--- config.mk ---
export PLATFORM = sky130hd
export DESIGN_NAME = spi_hold_gate
export DESIGN_NICKNAME = d
export VERILOG_FILES = /design/src/rtl/spi_hold_pkg.sv /design/src/rtl/hg_sync.sv /design/src/rtl/hg_edge.sv /design/src/rtl/hg_fsm.sv /design/src/rtl/spi_hold_gate.sv
export SDC_FILE = /design/constraint.sdc
export NUM_CORES = 1
export LEC_CHECK = 0
export CAP_MARGIN = 25
export CORE_AREA = 2 2 39 41
export DETAILED_ROUTE_END_ITERATION = 8
export DIE_AREA = 0 0 41 43
export PLACE_DENSITY = 0.59
export SYNTH_ARGS = -nofsm -noshare
export SYNTH_HDL_FRONTEND = slang
export SYNTH_HIERARCHICAL = 1
export SYNTH_SLANG_ARGS = --single-unit
--- constraint.sdc ---
create_clock -name clk -period 1.97 [get_ports clk]
set_input_delay 0.394 -clock clk [delete_from_list [all_inputs] [get_ports clk]]
set_output_delay 0.394 -clock clk [all_outputs]
set_load 0.03 [all_outputs]
--- src/rtl/spi_hold_pkg.sv ---
package spi_hold_pkg;
  typedef enum logic [1:0] {
    HG_RUN    = 2'd0,
    HG_ARMED  = 2'd1,
    HG_PAUSED = 2'd2,
    HG_RESUME = 2'd3
  } hg_state_t;

  localparam int unsigned PIN_SCK  = 0;
  localparam int unsigned PIN_SI   = 1;
  localparam int unsigned PIN_HOLD = 2;
  localparam int unsigned PIN_CS   = 3;
  localparam int unsigned PIN_W    = 4;
endpackage

--- src/rtl/hg_sync.sv ---
module hg_sync #(
  parameter int unsigned W      = 4,
  parameter int unsigned STAGES = 2,
  parameter logic [W-1:0] RST_VAL = '0
) (
  input  logic         clk,
  input  logic         rst_n,
  input  logic [W-1:0] d,
  output logic [W-1:0] q
);
  logic [W-1:0] stg [STAGES];

  always_ff @(posedge clk or negedge rst_n) begin
    if (!rst_n) begin
      for (int i = 0; i < STAGES; i++) stg[i] <= RST_VAL;
    end else begin
      stg[0] <= d;
      for (int i = 1; i < STAGES; i++) stg[i] <= stg[i-1];
    end
  end

  assign q = stg[STAGES-1];
endmodule

--- src/rtl/hg_edge.sv ---
module hg_edge (
  input  logic clk,
  input  logic rst_n,
  input  logic lvl,
  output logic rise,
  output logic fall
);
  logic lvl_d;

  always_ff @(posedge clk or negedge rst_n) begin
    if (!rst_n) lvl_d <= 1'b0;
    else        lvl_d <= lvl;
  end

  assign rise = lvl & ~lvl_d;
  assign fall = ~lvl & lvl_d;
endmodule

--- src/rtl/hg_fsm.sv ---
module hg_fsm
  import spi_hold_pkg::*;
(
  input  logic clk,
  input  logic rst_n,
  input  logic sel,
  input  logic hold_req,
  input  logic sck_lvl,
  output logic pass,
  output logic paused
);
  hg_state_t st, nxt;
  logic      st_en;

  always_comb begin
    nxt = st;
    if (!sel) begin
      nxt = HG_RUN;
    end else begin
      unique case (st)
        HG_RUN:    if (hold_req) nxt = sck_lvl ? HG_ARMED : HG_PAUSED;
        HG_ARMED:  if (!hold_req) nxt = HG_RUN;
                   else if (!sck_lvl) nxt = HG_PAUSED;
        HG_PAUSED: if (!hold_req) nxt = sck_lvl ? HG_RESUME : HG_RUN;
        HG_RESUME: if (hold_req) nxt = HG_PAUSED;
                   else if (!sck_lvl) nxt = HG_RUN;
        default:   nxt = HG_RUN;
      endcase
    end
  end

  assign st_en = (nxt != st);

  always_ff @(posedge clk or negedge rst_n) begin
    if (!rst_n)     st <= HG_RUN;
    else if (st_en) st <= nxt;
  end

  assign pass   = (st == HG_RUN) || (st == HG_ARMED);
  assign paused = (st == HG_PAUSED) || (st == HG_RESUME);

  // request seen with clock low takes effect on the next cycle
  p_enter_low_r4: assert property (@(posedge clk) disable iff (!rst_n)
    (st == HG_RUN && hold_req && !sck_lvl) |=> paused);

  // request seen with clock high does not pause while clock stays high
  p_defer_entry_r5: assert property (@(posedge clk) disable iff (!rst_n)
    (!paused && hold_req && sck_lvl) |=> !paused);

  // a selected pause only ends from a low clock
  p_exit_low_r7: assert property (@(posedge clk) disable iff (!rst_n)
    ($fell(paused) && $past(sel)) |-> $past(!sck_lvl));

  // deselection clears the pause
  p_desel_clear_r8: assert property (@(posedge clk) disable iff (!rst_n)
    !sel |=> !paused);
endmodule

--- src/rtl/spi_hold_gate.sv ---
module spi_hold_gate
  import spi_hold_pkg::*;
#(
  parameter int unsigned SYNC_STAGES = 2
) (
  input  logic clk,
  input  logic rst_n,
  input  logic cs_n,
  input  logic sck,
  input  logic si,
  input  logic hold_n,
  input  logic hold_dis,
  input  logic core_so_oe,
  output logic sck_rise_stb,
  output logic sck_fall_stb,
  output logic si_bit,
  output logic so_oe,
  output logic paused
);
  localparam logic [PIN_W-1:0] PIN_RST = (PIN_W'(1) << PIN_CS) | (PIN_W'(1) << PIN_HOLD);

  logic [PIN_W-1:0] pins_raw, pins_s;
  logic sck_s, sel, hold_req, rise, fall, pass;

  assign pins_raw[PIN_SCK]  = sck;
  assign pins_raw[PIN_SI]   = si;
  assign pins_raw[PIN_HOLD] = hold_n;
  assign pins_raw[PIN_CS]   = cs_n;

  hg_sync #(.W(PIN_W), .STAGES(SYNC_STAGES), .RST_VAL(PIN_RST)) u_sync (
    .clk(clk), .rst_n(rst_n), .d(pins_raw), .q(pins_s)
  );

  assign sck_s    = pins_s[PIN_SCK];
  assign si_bit   = pins_s[PIN_SI];
  assign sel      = ~pins_s[PIN_CS];
  assign hold_req = sel & ~pins_s[PIN_HOLD] & ~hold_dis;

  hg_edge u_edge (
    .clk(clk), .rst_n(rst_n), .lvl(sck_s), .rise(rise), .fall(fall)
  );

  hg_fsm u_fsm (
    .clk(clk), .rst_n(rst_n), .sel(sel), .hold_req(hold_req),
    .sck_lvl(sck_s), .pass(pass), .paused(paused)
  );

  assign sck_rise_stb = rise & pass & sel;
  assign sck_fall_stb = fall & pass & sel;
  assign so_oe        = core_so_oe & sel & pass & ~hold_req;

  // no strobe reaches the core while paused
  p_no_edge_paused_r3: assert property (@(posedge clk) disable iff (!rst_n)
    paused |-> (!sck_rise_stb && !sck_fall_stb));

  // output is released during a pause
  p_hiz_paused_r6: assert property (@(posedge clk) disable iff (!rst_n)
    paused |-> !so_oe);

  // with the function disabled the gate never enters a pause
  p_dis_ignores_r9: assert property (@(posedge clk) disable iff (!rst_n)
    (hold_dis && !paused) |=> !paused);

  // rise and fall strobes never coincide
  p_one_edge_r2: assert property (@(posedge clk) disable iff (!rst_n)
    $countones({sck_rise_stb, sck_fall_stb}) <= 1);
endmodule

* Yosys cells after proc, flatten, opt, wreduce, memory -nomap -nowiden
Index checks and enable logic that the tools add are counted.
** Storage, ports and cells
- Register bits :: 11
- Output and inout port bits :: 5
** Operators by class
- Equality and inequality tests :: 4
- Multiplexer cells :: 10
- Bitwise logic cells :: 17
- Reductions and logical operators :: 3
** Operators with widths (count)
- 2-bit 2-to-1 mux :: 9
- 1-bit AND :: 11
- 2-bit case mux with 4 select lines :: 1
- 1-bit NOT :: 6
- 2-bit equality test, second input constant :: 2
- 2-bit by 1-bit equality test with 1-bit output, second input constant :: 1
- 2-bit zero test :: 1
- 1-bit logical OR :: 2
- 2-bit inequality test :: 1

* Depth between registers and ports, before layout
Gate-level depths: netlist (run 1).
- Depth in word-level cells :: 7
- Depth in mapped cells :: 4

* Modules after synthesis
Netlist (run 1), hierarchy kept.
** By module, submodules not included
- hg_sync :: instances 1, cells an instance 12, area an instance 235.2 µm², sequential area each 205.2 µm²
- hg_fsm :: instances 1, cells an instance 5, area an instance 48.8 µm², sequential area each 25.0 µm²
- hg_edge :: instances 1, cells an instance 3, area an instance 40.0 µm², sequential area each 25.0 µm²
- spi_hold_gate :: instances 1, cells an instance 6, area an instance 40.0 µm², sequential area each 0.0 µm²

* Least setup slack after synthesis (run 1)
Ideal clock, no wire load.
- Path kind :: reg-to-output
- Start :: reg u_sync.stg, in the netlist u_sync/q[0]
- End :: out sck_fall_stb
- Arrival time :: 0.937 ns
- Required time :: 1.576 ns
- Path slack :: 0.639 ns
- Stages on the path, launching flop included :: 4
- Buffers on the path :: 1
- Cell sequence :: dfrtp_1 buf_4 and2b_2 and2_1
** Between the ends
- Longest elaborated chain between the ends :: 4
** Ends and longest elaborated chain
- start, declared :: RTL line hg_sync.sv:11 : logic [W-1:0] stg [STAGES];
- 1-bit NOT :: RTL line hg_edge.sv:16 : assign fall = ~lvl & lvl_d;
- 1-bit AND :: RTL line hg_edge.sv:16
- via fall :: RTL line spi_hold_gate.sv:23 : logic sck_s, sel, hold_req, rise, fall, pass;
- 1-bit AND (2 in a row) :: RTL line spi_hold_gate.sv:49 : assign sck_fall_stb = fall & pass & sel;
- end, declared :: RTL line spi_hold_gate.sv:15 : output logic sck_fall_stb,
The timed path passes the listed nets, and every way through them passes these cells.

* Worst setup path in the final report (run 1)
- Start :: reg u_fsm.st[1]
- End :: out sck_fall_stb
** Between the ends
- Longest elaborated chain between the ends :: 4
** Ends and longest elaborated chain
- start, declared :: RTL line hg_fsm.sv:12 : hg_state_t st, nxt;
- start signal, assigned :: RTL line hg_fsm.sv:36 : else if (st_en) st <= nxt;
- 2-bit by 1-bit equality test with 1-bit output / 2-bit zero test (equally long branches) :: RTL line hg_fsm.sv:39 : assign pass = (st == HG_RUN) || (st == HG_ARMED);
- 1-bit logical OR * :: RTL line hg_fsm.sv:39
- via pass :: RTL line spi_hold_gate.sv:23
- 1-bit AND * (2 in a row) :: RTL line spi_hold_gate.sv:49
Mark *: on every way through the listed nets, which the timed path passes. The rest lies on a longest branch.

==> results.cfg, run 1 <==
[global_routing]
grt_pass1_vias = 232
antenna_found_initial = 0
grt_pass1_wl_um = 855
grtUsageTotal = 0.0787
grt_max_degree = 11
grt_overflow = 0

[job]
maxCapViolCount = 0

[floorplanning]
initial_core_util = 0.263
die_x_um = 41
fp.coreArea_mm2 = 0.00138
rows = 14
dieArea_mm2 = 0.00176
die_h_um = 43
ios = 13

[route]
vias = 207
drt_iter0_drc = 1
ant_nets = 0
post-route-drc-count = 0
dr.pass1.iters = 2
viasPerCell = 3.91
wl_per_cell_um = 9.42
routed_wl_um = 499

[synthesis]
ys_types = 12
syn-instance-count = 26
synth_xor_area_frac = 0
ys_ff_latch = 10
synthSimpleGateAreaFrac = 0.131
yosysWarnings = 6
syn-mean-instance-area_um2 = 14.0
synth_top_family_by_area = simple AND/OR/NAND/NOR gates
syn-cell-area_um2 = 364
seq_area_frac_synth = 0.701
syn-num-nets = 34
synth_compound_area_frac = 0.0275
synthAdderAreaFrac = 0
muxShareOfSynthArea = 0.0275

[timing]
min_period_over_period = 0.902
finClkSkew_ps = 3.28
setup_viol = 0
slew_headroom = 0.719
rsz0062_at_grt = no
hold_viol_final = 0
max_freq_mhz = 563
slew_viol_final = 0
tns_ps = 0
worst_slew_pin_slew_ps = 421
period_minus_slack_ps = 1780

[power]
seqPwrFrac = 0.506
p_comb_frac = 0.094
p_int_mw = 0.353
switching_power_mw = 0.0879
power_frac_clock = 0.400
total_power_mw = 0.441
ir_worst_vdd_mv = 0.423
powerDensity_mw_per_mm2 = 879
p_leak_nw = 0.232
p_sw_frac = 0.199

[final_layout]
drive_gt1_frac = 0.297
fin_nets = 46
final-instance-count-excl-fill = 53
final_cell_mix = clkdlybuf4s50_1 (9), dfrtp_1 (6), dfstp_2 (4), clkbuf_4 (3)
syn2layout_area_growth_pct = 37.8
fin_area_um2 = 502
final_common_cell = clkdlybuf4s50_1
diodes = 0

[clock_tree]
htreeDepth = 1
clock_path_buffers = 2
cts.sinks = 10
cts_made_buffers = 3
cts_setup_buffers = 0
clk_latency_ps = 260
path_clk_slew_ps = 60
cts_tree = yes
cts-root-buf = clkbuf_4

[min_path]
worstHoldPathType = register to register
hp-start = u_sync/stg[4]
worstHoldPathCells = 0

[worst_setup_path]
startpoint_type = register
reg2reg_depth = 3
arrival_ps = 1380
critPathKind = register to output pin
r2r_setup_slack_ps = 1090
worstPathRequired_ps = 1580
endpoint_kind = output pin
cp_top_family = buffers and inverters
path_cells = inv_1, nor2b_2, and2_1, dlygate4sd2_1
critPathMaxFanout = 3
path_depth = 4
critPathLaunch = u_fsm/st[1]
cpPeakStageDelay_ps = 400
cp_num_buf_inv = 2
r2r-start = u_sync/q[3]
critPathSlowestCell = dfrtp_1

[outcome]
status = finished, final reports clean

[placement]
placed_cell_area_um2 = 468
dp.cells = 49
portBuffers = 12
gp_congestion = 0.572
==> kinds of logic after synthesis <==
group	after synthesis
AOI/OAI and AO/OA	1
buffers and inverters	7
DFF	10
muxes	1
and+or+nand+nor	7
==> through the flow <==
step                      hold slack, ps  setup slack, ps  utilization
final                                350              193        0.363
after global routing                 359             74.9        0.363
after CTS                            354              160        0.363
after detailed placement             336              178        0.338
after global placement               333              233        0.338
after floorplan                     98.4              639            -
==> cell usage after synthesis <==
cell / number / area share
inv_1: 2 / 0.021
dfstp_2: 4 / 0.29
o211a_1: 1 / 0.027
dfrtp_1: 6 / 0.41
clkbuf_1: 1 / 0.010
buf_4: 4 / 0.082
and2b_2: 1 / 0.024
mux2i_1: 1 / 0.027
and2_1: 2 / 0.034
nor2b_1: 2 / 0.034
nor3_1: 1 / 0.014
nor2b_2: 1 / 0.024
==> layout make-up <==
class	count	area (µm²)
Timing Repair Buffer	12	115
Tap cell	16	20.0
Clock buffer	4	36.3
Inverter	2	7.51
Fill cell	130	882
Sequential cell	10	255
Multi-Input combinational cell	9	67.6
==> per-layer routing <==
metal / share of wire / vias to the layer above / wire [µm] / track usage
li1: - / 96 / - / -
met1: 0.37 / 94 / 187 / 0.0785
met2: 0.46 / 15 / 232 / 0.113
met3: 0.13 / 2 / 63 / 0.0314
met4: 0.028 / 0 / 14 / 0.0800
met5: 0 / - / 0 / 0
==> timing repair <==
item                                    in CTS  in global routing
endpoints found under the setup margin       2                  0
gates resized for setup                      2                  0
hold buffers                                 0                  0
==> worst paths after layout <==
kind                                 endpoint
max in group asynchronous         u_sync/q[3]
worst max-delay path             sck_fall_stb
worst min-delay path              u_sync/q[0]
worst max register to register    u_fsm/st[1]
worst min register to register    u_sync/q[0]
min in group asynchronous       u_sync/stg[4]
==> state kept, by name, summed over array words and instances, names as in the netlist <==
register / cells
u_edge/lvl_d: 1
u_sync/q: 4
u_sync/stg: 4
u_fsm/st: 1
==> power groups by stage <==
| stage | sequential [mW] | combinational [mW] | clock (mW) |
|---|---|---|---|
| after floorplan | 0.224 | 0.0240 | 0 |
| after global placement | 0.226 | 0.0419 | 0 |
| after detailed placement | 0.227 | 0.0432 | 0 |
| after CTS | 0.223 | 0.0422 | 0.186 |
| after global routing | 0.225 | 0.0452 | 0.196 |
| final | 0.223 | 0.0415 | 0.177 |
(Power assumes the default switching activity.)
==> run 2, diff against run 1 <==
--- a/config.mk
+++ b/config.mk
@@ -6,10 +6,12 @@
 export NUM_CORES = 1
 export LEC_CHECK = 0
 export CAP_MARGIN = 25
+export CELL_PAD_IN_SITES_DETAIL_PLACEMENT = 1
+export CELL_PAD_IN_SITES_GLOBAL_PLACEMENT = 1
 export CORE_AREA = 2 2 39 41
 export DETAILED_ROUTE_END_ITERATION = 8
 export DIE_AREA = 0 0 41 43
-export PLACE_DENSITY = 0.59
+export PLACE_DENSITY = 0.7
 export SYNTH_ARGS = -nofsm -noshare
 export SYNTH_HDL_FRONTEND = slang
 export SYNTH_HIERARCHICAL = 1
==> constraint.sdc (replaced) <==
create_clock -name clk -period 1.97 [get_ports clk]
set_input_delay 0.394 -clock clk [delete_from_list [all_inputs] [get_ports clk]]
set_output_delay 0.394 -clock clk [all_outputs]
set_load 0.02 [all_outputs]
==> run 2 against run 1 <==
Net effect:
- sequential share of layout area shrank 0.13 points
- critical endpoint is now so_oe
- clock skew shrank 1.3 ps
- utilization grew 0.090 points
==> results.cfg, run 2 (same netlist as run 1, synthesis figures left out) <==
[clock_tree]
hold_buffers = 0
htreeDepth = 1
cts-root-buf = clkbuf_4
ctsResizeCount = 3
cts.sinks = 10
cts_setup_buffers = 0
clk_latency_ps = 250
cts_made_buffers = 3
path_clk_slew_ps = 60
clock_path_buffers = 2
cts_tree = yes

[floorplanning]
die_x_um = 41
die_h_um = 43
dieArea_mm2 = 0.00176
ios = 13
fp.coreArea_mm2 = 0.00138
initial_core_util = 0.263
rows = 14

[power]
switching_power_mw = 0.0845
p_int_mw = 0.353
p_leak_nw = 0.234
p_sw_frac = 0.193
powerDensity_mw_per_mm2 = 870
power_frac_clock = 0.401
total_power_mw = 0.437
seqPwrFrac = 0.512
ir_worst_vdd_mv = 0.453
p_comb_frac = 0.087

[worst_setup_path]
r2r_setup_slack_ps = 1060
endpoint_kind = output pin
critPathMaxFanout = 2
cp_top_family = buffers and inverters
r2r-start = u_sync/q[3]
critPathSlowestCell = clkdlybuf4s50_1
startpoint_type = primary input
arrival_ps = 1380
critPathLaunch = hold_dis
r2r-end = u_fsm/st[1]
cp_num_buf_inv = 2
critPathKind = primary input to output pin
worstPathRequired_ps = 1580
path_cells = clkdlybuf4s50_1, o211a_1, dlygate4sd2_1
cpPeakStageDelay_ps = 440
reg2reg_depth = 3

[global_routing]
grt_pass1_wl_um = 972
grtUsageTotal = 0.0850
grt_max_degree = 11
grt_pass1_vias = 233
antenna_found_initial = 0
grt_overflow = 0

[timing]
max_freq_mhz = 565
slew_viol_final = 0
setup_viol = 0
setup_ws_ps = 201
hold_viol_final = 0
slew_headroom = 0.715
min_period_over_period = 0.898
worst_slew_pin_slew_ps = 425
period_minus_slack_ps = 1770
rsz0062_at_grt = no
finClkSkew_ps = 2.02

[final_layout]
diodes = 0
syn2layout_area_growth_pct = 38.1
final-instance-count-excl-fill = 53
final_common_cell = clkdlybuf4s50_1
drive_gt1_frac = 0.270
final_cell_mix = clkdlybuf4s50_1 (9), dfrtp_1 (6), dfstp_2 (4), clkbuf_4 (3), dlygate4sd2_1 (3)
fin_nets = 46
fillers = 150

[route]
routed_wl_um = 601
wl_per_cell_um = 11.3
dr.pass1.iters = 2
drt_iter0_drc = 1
post-route-drc-count = 0
viasPerCell = 4.17
ant_nets = 0
vias = 221

[outcome]
status = finished, final reports clean

[placement]
dp.cells = 49
post-place-ws_ps = -79.1
portBuffers = 12
gp_congestion = 0.537

[min_path]
worstHoldPathType = register to register
worstHoldPathCells = 0
min_to = u_sync/q[1]
hp-start = u_sync/stg[5]

[job]
maxCapViolCount = 0
==> run 2: area by class of cell <==
class                      instances  area (µm²)  area share
timing repair buffer              12         116       0.231
sequential                        10         255       0.507
clock buffer                       4        36.3      0.0721
multi-input combinational          9        67.6       0.134
inverter                           2        7.51      0.0149
tap                               16        20.0      0.0398
==> run 2: power groups by stage <==
stage	clock (mW)	combinational (mW)	sequential (mW)
6_report	0.175	0.0379	0.224
2_1_floorplan	0	0.0206	0.224
3_5_place_dp	0	0.0407	0.228
3_3_place_gp	0	0.0389	0.227
4_1_cts	0.182	0.0388	0.224
5_1_grt	0.195	0.0417	0.225
==> run 2: worst max-delay path by stage <==
stage | slack (ps) | endpoint | cells after the start
6_report | 200 | so_oe | 3
5_1_grt | 130 | so_oe | 4
4_1_cts | 190 | so_oe | 3
3_5_place_dp | -80 | so_oe | 3
3_3_place_gp | -30 | so_oe | 3
2_1_floorplan | 700 | sck_fall_stb | 3
==> run 2: stage by stage <==
step	instance area, µm²	hold slack [ps]	util	TNS, ps
detailed placement	470	338	0.340	-79.1
global route	503	367	0.363	0
floorplan	364	98.4	-	0
finish	503	358	0.363	0
global placement	470	332	0.340	-33.4
CTS	503	362	0.363	0
==> run 2: routing by layer <==
metal | vias up | wire (µm) | share of wire | GRT usage
met5 | - | 0 | 0 | 0
met3 | 0 | 48 | 0.080 | 0.0366
met1 | 109 | 229 | 0.38 | 0.0925
met2 | 13 | 324 | 0.54 | 0.134
met4 | 0 | 0 | 0 | 0.0400
li1 | 99 | - | - | -
==> run 2: worst reg2reg max path, stage by stage (launching register included) <==
cell	delay [ps]
dfstp_2	550
nor3_1	60
mux2i_1	120
nor2b_1	60
